File: config.mk
export PLATFORM = sky130hd
export DESIGN_NAME = pwm8_timer
export DESIGN_NICKNAME = d
export VERILOG_FILES = /design/src/rtl/pwm8_pkg.sv /design/src/rtl/pwm8_prescaler.sv /design/src/rtl/pwm8_core.sv /design/src/rtl/pwm8_timer.sv
export SDC_FILE = /design/constraint.sdc
export NUM_CORES = 1
export LEC_CHECK = 0
export BUFFER_PORTS_ARGS = -buffer_cell sky130_fd_sc_hd__buf_2
export CAP_MARGIN = 20
export CORE_AREA = 5 5 74 76
export DETAILED_ROUTE_END_ITERATION = 12
export DIE_AREA = 0 0 79 81
export GPL_TIMING_DRIVEN = 1
export PLACE_DENSITY = 0.73
export SYNTH_ARGS = -nofsm -noshare
export SYNTH_HDL_FRONTEND = slang
export SYNTH_SLANG_ARGS = --single-unit
File: constraint.sdc
create_clock -name clk -period 3.6 [get_ports clk]
set_input_delay 0 -clock clk [delete_from_list [all_inputs] [get_ports clk]]
set_output_delay 0 -clock clk [all_outputs]
set_load 0.02 [all_outputs]
File: src/rtl/pwm8_pkg.sv
package pwm8_pkg;

    localparam int CNT_W    = 8;
    localparam int PERIOD   = 250;
    localparam int SEL_W    = 3;
    localparam int DIV_W    = 12;
    localparam int RUN_BIT  = 7;
    localparam int POL_BIT  = 6;

    typedef struct packed {
        logic             run;
        logic             pol;
        logic [SEL_W-1:0] sel;
    } ctrl_t;

    // Divisor exponent for each clock-select code.
    function automatic int unsigned div_shift(input logic [SEL_W-1:0] code);
        case (code)
            3'd0:    div_shift = 1;
            3'd1:    div_shift = 3;
            3'd2:    div_shift = 5;
            3'd3:    div_shift = 7;
            3'd4:    div_shift = 8;
            3'd5:    div_shift = 10;
            3'd6:    div_shift = 11;
            default: div_shift = 12;
        endcase
    endfunction

endpackage

File: src/rtl/pwm8_prescaler.sv
module pwm8_prescaler
    import pwm8_pkg::*;
#(
    parameter int DIVW = DIV_W
) (
    input  logic             clk,
    input  logic             rst_n,
    input  logic             run_i,
    input  logic             restart_i,
    input  logic [SEL_W-1:0] sel_i,
    output logic             tick_o
);

    typedef struct packed {
        logic [DIVW-1:0] div;
    } pre_t;

    pre_t            pre_d, pre_q;
    logic [DIVW-1:0] limit;

    always_comb begin
        limit  = DIVW'((64'd1 << div_shift(sel_i)) - 64'd1);
        tick_o = run_i && (pre_q.div == limit);
        pre_d  = pre_q;
        if (!run_i || restart_i || tick_o) begin
            pre_d.div = '0;
        end else begin
            pre_d.div = pre_q.div + 1'b1;
        end
    end

    always_ff @(posedge clk or negedge rst_n) begin
        if (!rst_n) begin
            pre_q <= '0;
        end else begin
            pre_q <= pre_d;
        end
    end

endmodule

File: src/rtl/pwm8_core.sv
module pwm8_core
    import pwm8_pkg::*;
#(
    parameter int CW  = CNT_W,
    parameter int PER = PERIOD
) (
    input  logic          clk,
    input  logic          rst_n,
    input  logic          run_i,
    input  logic          tick_i,
    input  logic          duty_we_i,
    input  logic [CW-1:0] duty_i,
    output logic          lvl_o,
    output logic [CW-1:0] cnt_o,
    output logic [CW-1:0] act_o
);

    localparam logic [CW-1:0] LAST = CW'(PER - 1);

    typedef struct packed {
        logic [CW-1:0] cnt;
        logic [CW-1:0] act;
        logic [CW-1:0] pend;
        logic          lvl;
    } core_t;

    core_t core_d, core_q;

    always_comb begin
        core_d = core_q;
        if (duty_we_i) begin
            core_d.pend = duty_i;
        end
        if (!run_i) begin
            core_d.cnt = '0;
            core_d.act = core_d.pend;
            core_d.lvl = (core_d.act != '0);
        end else if (tick_i) begin
            if (core_q.cnt == LAST) begin
                core_d.cnt = '0;
                core_d.act = core_d.pend;
            end else begin
                core_d.cnt = core_q.cnt + 1'b1;
            end
            core_d.lvl = (core_d.cnt < core_d.act);
        end
    end

    always_ff @(posedge clk or negedge rst_n) begin
        if (!rst_n) begin
            core_q <= '0;
        end else begin
            core_q <= core_d;
        end
    end

    assign lvl_o = core_q.lvl;
    assign cnt_o = core_q.cnt;
    assign act_o = core_q.act;

endmodule

File: src/rtl/pwm8_timer.sv
module pwm8_timer
    import pwm8_pkg::*;
(
    input  logic       clk,
    input  logic       rst_n,
    input  logic       wr_en,
    input  logic       wr_sel,
    input  logic [7:0] wr_data,
    output logic       pwm_out,
    output logic       pin_owned
);

    ctrl_t            ctrl_d, ctrl_q;
    logic             ctrl_we;
    logic             restart;
    logic             tick;
    logic             lvl;
    logic [CNT_W-1:0] cnt_w;
    logic [CNT_W-1:0] act_w;
    logic             run_w;
    logic             pol_w;

    always_comb begin
        ctrl_we = wr_en && !wr_sel;
        restart = ctrl_we && (wr_data[SEL_W-1:0] != ctrl_q.sel);
        ctrl_d  = ctrl_q;
        if (ctrl_we) begin
            ctrl_d.run = wr_data[RUN_BIT];
            ctrl_d.pol = wr_data[POL_BIT];
            ctrl_d.sel = wr_data[SEL_W-1:0];
        end
    end

    always_ff @(posedge clk or negedge rst_n) begin
        if (!rst_n) begin
            ctrl_q <= '0;
        end else begin
            ctrl_q <= ctrl_d;
        end
    end

    pwm8_prescaler #(.DIVW(DIV_W)) i_pre (
        .clk       (clk),
        .rst_n     (rst_n),
        .run_i     (ctrl_q.run),
        .restart_i (restart),
        .sel_i     (ctrl_q.sel),
        .tick_o    (tick)
    );

    pwm8_core #(.CW(CNT_W), .PER(PERIOD)) i_core (
        .clk       (clk),
        .rst_n     (rst_n),
        .run_i     (ctrl_q.run),
        .tick_i    (tick),
        .duty_we_i (wr_en && wr_sel),
        .duty_i    (wr_data[CNT_W-1:0]),
        .lvl_o     (lvl),
        .cnt_o     (cnt_w),
        .act_o     (act_w)
    );

    assign run_w     = ctrl_q.run;
    assign pol_w     = ctrl_q.pol;
    assign pwm_out   = ctrl_q.run & (lvl ^ ctrl_q.pol);
    assign pin_owned = ctrl_q.run;

endmodule

## Yosys cells after proc, flatten, opt, wreduce, memory -nomap -nowiden

Index checks and enable logic that the tools add are counted.

| storage, ports and cells | value |
|---|---|
| output and inout port bits | 2 |
| logic and storage cells | 48 |
| flip-flop bits (word level) | 42 |
| input bits | 12 |

| operators by class | value |
|---|---|
| shift-type cells | 1 |
| equality and inequality tests | 10 |
| magnitude comparators | 1 |
| add/sub/neg operators | 3 |
| muxes and demuxes | 13 |
| reductions and logical operators | 10 |
| bitwise gates (word level) | 2 |

Operators with widths:

| cell | number |
|---|---|
| two-way mux 8 bit | 7 |
| two-way mux 16 bit | 2 |
| one-hot mux 4 bit (7 select lines) | 1 |
| adder 12 x 1 -> 12 bit (second input constant) | 1 |
| equality test 12 bit | 1 |
| two-way mux 12 bit | 1 |
| << shifter 1 x 4 -> 12 bit (first input constant) | 1 |
| subtractor 12 x 1 -> 12 bit (second input constant) | 1 |
| equality test 3 bit (second input constant) | 3 |
| adder 8 x 1 -> 8 bit (second input constant) | 1 |
| equality test 8 bit (second input constant) | 1 |
| < comparator 8 bit | 1 |
| nonzero test 8 bit | 1 |
| equality test 3 x 2 -> 1 bit (second input constant) | 2 |
| logical AND 1 bit | 4 |
| equality test 3 x 1 -> 1 bit (second input constant) | 1 |
| zero test 3 bit | 1 |
| != test 3 bit | 1 |
| zero test 1 bit | 2 |
| logical OR 1 bit | 2 |
| two-way mux 1 bit | 2 |
| != test 2 x 1 -> 1 bit (second input constant) | 1 |
| AND 1 bit | 1 |
| XOR 1 bit | 1 |

## Longest topological paths before layout

| depth | value |
|---|---|
| depth in word-level cells | 11 |
| depth in mapped cells | 12 |

## By module

Synthesis repeated with hierarchy kept, for this count alone.

| second synthesis, totals | value |
|---|---|
| cell total of the unflattened synthesis | 293 |
| area total of the unflattened synthesis | 2877.8 µm² |

Modules (own cells, without submodules):

| module | area an instance (µm²) | instances | seq. area each (µm²) | cells each |
|---|---|---|---|---|
| pwm8_core | 1617.8 | 1 | 625.6 | 157 |
| pwm8_prescaler | 975.9 | 1 | 300.3 | 117 |
| pwm8_timer | 284.0 | 1 | 125.1 | 19 |

## Worst setup path before layout

Ideal clock, no wire load.

| timing path | value |
|---|---|
| path type | register to register |
| start point | register ctrl_q[1] in the netlist's numbering |
| end point | register i_core.core_q, in the netlist i_core.act_o[0] |
| setup time | 0.125 ns |
| clock period less this slack | 2.860 ns |
| setup slack | 0.740 ns |
| data required time | 3.475 ns |
| stages on the path, launching flop included | 9 |
| arrival | 2.736 ns |
| path through | dfrtp_1 -> buf_6 -> or3_2 -> ha_1 -> xor2_1 -> and4_1 -> nand4_2 -> o41ai_4 -> mux2_2 |

| on the way | value |
|---|---|
| longest elaborated chain between the ends | 7 |
| elaborated cells on any way between the ends | 13 |
| those cells by class | add/sub: 1; eq/ne: 8; shift: 1; mux: 1; reduce/logical: 2 |

Ends and longest elaborated chain:

| element | RTL line | text |
|---|---|---|
| start: declaration | pwm8_timer.sv:13 | `ctrl_t ctrl_d, ctrl_q;` |
| start signal: assignment | pwm8_timer.sv:38 | `ctrl_q <= ctrl_d;` |
| equality test 3 bit, or another cell as far along | pwm8_pkg.sv:18 | `case (code)` |
| one-hot mux 4 bit (7 select lines) (*) | pwm8_pkg.sv:18 |  |
| << shifter 1 x 4 -> 12 bit (*) | pwm8_prescaler.sv:22 | `limit = DIVW'((64'd1 << div_shift(sel_i)) - 64'd1);` |
| subtractor 12 x 1 -> 12 bit (*) | pwm8_prescaler.sv:22 |  |
| equality test 12 bit (*) | pwm8_prescaler.sv:23 | `tick_o = run_i && (pre_q.div == limit);` |
| logical AND 1 bit (*) | pwm8_prescaler.sv:23 |  |
| != test 2 x 1 -> 1 bit (no source line) (*) | n/a |  |
| end signal: assignment | pwm8_core.sv:53 | `core_q <= core_d;` |
| end: declaration | pwm8_core.sv:27 | `core_t core_d, core_q;` |

Every way passes the cells marked *; elsewhere a longest branch is shown, timed or not.
A chain may end at the register's enable or synchronous reset.

## Worst setup path in the final report

| timing path | value |
|---|---|
| start point | register ctrl_q[2] in the netlist's numbering |
| end point | register i_core.core_q, in the netlist i_core.act_o[5] |

Same word-level chain as after synthesis.

==> impl_metrics.toml <==
[outcome]
status = "completed"

[global_routing]
grt_antenna_before_repair = 0
grt_pass1_vias = 1799
grt_overflow = 0
grt_pass1_wl_mm = 8.293
grt_start_max_net_pins = 43
grt_use_total = 0.1671

[route]
wl_per_cell_um = 15.60
vias = 1796
detail-route-antenna-nets = 0
drt_wl_total_mm = 4.835
post-route-drc-count = 0
vias_per_cell = 5.794
dr.pass1.iters = 4
drtIter0Drc = 66

[die]
boundaryPins = 14
rows = 25
coreArea_mm2 = 0.004661
initial_core_util = 0.5310
fp.dieArea_mm2 = 0.006399
dieHeight_um = 81
die_x_um = 79

[clock_tree]
htreeDepth = 2
clk_path_buf_depth = 2
clock_latency_ns = 0.30
root_buffer = "clkbuf_8"
cts.sinks = 42
cts_tree = "done"
numCtsBuffers = 5
clk_pin_slew_worst_paths_ns = 0.09

[synthesis]
yosysWarnings = 0
synth_seq_cells = 42
synth_edf_count = 0
ys_async_sr_fraction = 1.000
syn_inst = 230
seq_area_frac_synth = 0.4247
yosys.cell_types.count = 45
synth_area_mm2 = 0.002475
avgSynthCellArea_um2 = 10.76
syn_nets = 253
synthFlopType = "dfrtp_1"

[setup_path]
critPathRequiredTime_ns = 3.79
end_kind = "flip-flop"
worstSetupPathType = "flip-flop to flip-flop"
cp-start-kind = "flip-flop"
crit_fanout = 12
startpoint = "ctrl_q[2]$_DFFE_PN0P_"
critical_path_arrival_ns = 3.28
r2r-start = "ctrl_q[2]$_DFFE_PN0P_"

[run]
maxCapViolations = 0

[placed_design]
placed_cells = 293
dpl_worst_slack_ns = 0.5254
io_buffers = 13
routabilityCongestion = 0.7840
hpwl_mm = 3.531
post_dp_cell_area_mm2 = 0.002576

[sta]
final_max_slew_viol_count = 0
worstMarginPinSlew_ns = 0.9040
post-route-min-period_ns = 3.084
hold_violations = 0
fin_skew_ns = 0.01189
max_freq_mhz = 324.2
fin_ws_ns = 0.5156
rsz0062_at_grt = "no"
finalCritPeriodShare = 0.8568
max_slew_margin = 0.3973
fin_tns_setup_ns = 0
hold-worst-slack_ns = 0.1715
setup_violations = 0

[layout]
nets = 278
final_common_cell = "dfrtp_1"
final_cell_mix = "42 x dfrtp_1, 21 x mux2_2, 21 x nor2_1, 14 x nand2_1, 14 x xor2_1"
drive_gt1_frac = 0.1992
utilization = 0.5930
instances_no_fill = 310
area_growth_pct = 11.68
num_antenna_cells = 0
final_area_mm2 = 0.002764

[power_and_ir_drop]
p_leak_nw = 1.230
max-vdd-ir-drop_uv = 346.5
power_mw = 1.146
power_density_mw_per_mm2 = 414.7

[hold_path]
min_from = "wr_sel"
hold_class = "primary input to flip-flop"
==> worst paths after layout <==
path                                               end  slack [ns]  cells after the start
max in group asynchronous  i_core.act_o[5]$_DFFE_PN0P_        2.68                      2
setup / recovery           i_core.act_o[5]$_DFFE_PN0P_        0.52                      7
setup reg to reg           i_core.act_o[5]$_DFFE_PN0P_        0.52                      7
hold / removal                       pol_w$_DFFE_PN0P_        0.17                      3
hold reg to reg               i_pre.pre_q[0]$_DFF_PN0_        0.51                      1
min in group asynchronous  i_core.cnt_o[7]$_DFFE_PN0P_        0.37                      2
==> cells by family (layout without fill, tap and decap cells) <==
| group | Yosys count | in the layout | share of synthesized area |
|---|---|---|---|
| AND/OR/NAND/NOR | 80 | 80 | 0.1714 |
| XOR/XNOR | 24 | 24 | 0.08493 |
| other | 1 | 1 | 0.001515 |
| AO/OA/AOI/OAI | 34 | 34 | 0.1092 |
| adder cells (fa/ha/maj) | 11 | 11 | 0.05561 |
| buffers and inverters | 9 | 35 | 0.02477 |
| flip-flops | 42 | 42 | 0.4247 |
| multiplexers | 29 | 29 | 0.1279 |
==> routing by layer <==
metal,global-route usage,share of wire
met1,0.2139,0.49
met2,0.2828,0.47
met3,0.03437,0.027
met4,0.05670,0.014
met5,0,0
==> critical path, cell delays in order, from the launching register on <==
cell and delay, ns:
dfrtp_1 0.55, or3_2 0.47, ha_1 0.30, xor2_1 0.12
and4_1 0.22, nand4_2 0.22, o41ai_4 0.69, mux2_2 0.40
==> state kept, by name, indices dropped and copies added (netlist names) <==
signal         flops
ctrl_q             3
i_core.act_o       8
i_core.cnt_o       8
i_core.core_q      8
i_core.lvl_o       1
i_pre.pre_q       12
pin_owned          1
pol_w              1
==> synth_stat cells (6+ instances only) <==
library cell / instances / area share
xnor2_1: 10 / 0.035
a21oi_1: 6 / 0.012
dfrtp_1: 42 / 0.42
mux2_2: 21 / 0.096
xor2_1: 14 / 0.050
o211ai_1: 6 / 0.018
ha_1: 11 / 0.056
nand2_1: 14 / 0.021
a22o_1: 6 / 0.021
mux2i_1: 8 / 0.032
nand3_1: 10 / 0.020
nor2_1: 21 / 0.032
==> report_power, final <==
group | switching, mW | internal (mW)
Combinational | 0.129 | 0.120
Sequential | 0.0456 | 0.525
Clock | 0.181 | 0.145
==> cell type report <==
class                      instances  area (um2)
fill                             361        1897
multi-input combinational        179        1363
clock buffer                       5       68.82
inverter                           2       7.507
timing repair buffer              25       177.7
clock inverter                     3       28.78
tap                               54       67.56
sequential                        42        1051
==> repair_timing <==
action                    in CTS  in global routing
resized for setup              0                  0
hold buffers                   9                  0
hold endpoints to repair      51                  0
buffers inserted               0                  0
(Power assumes the default switching activity.)
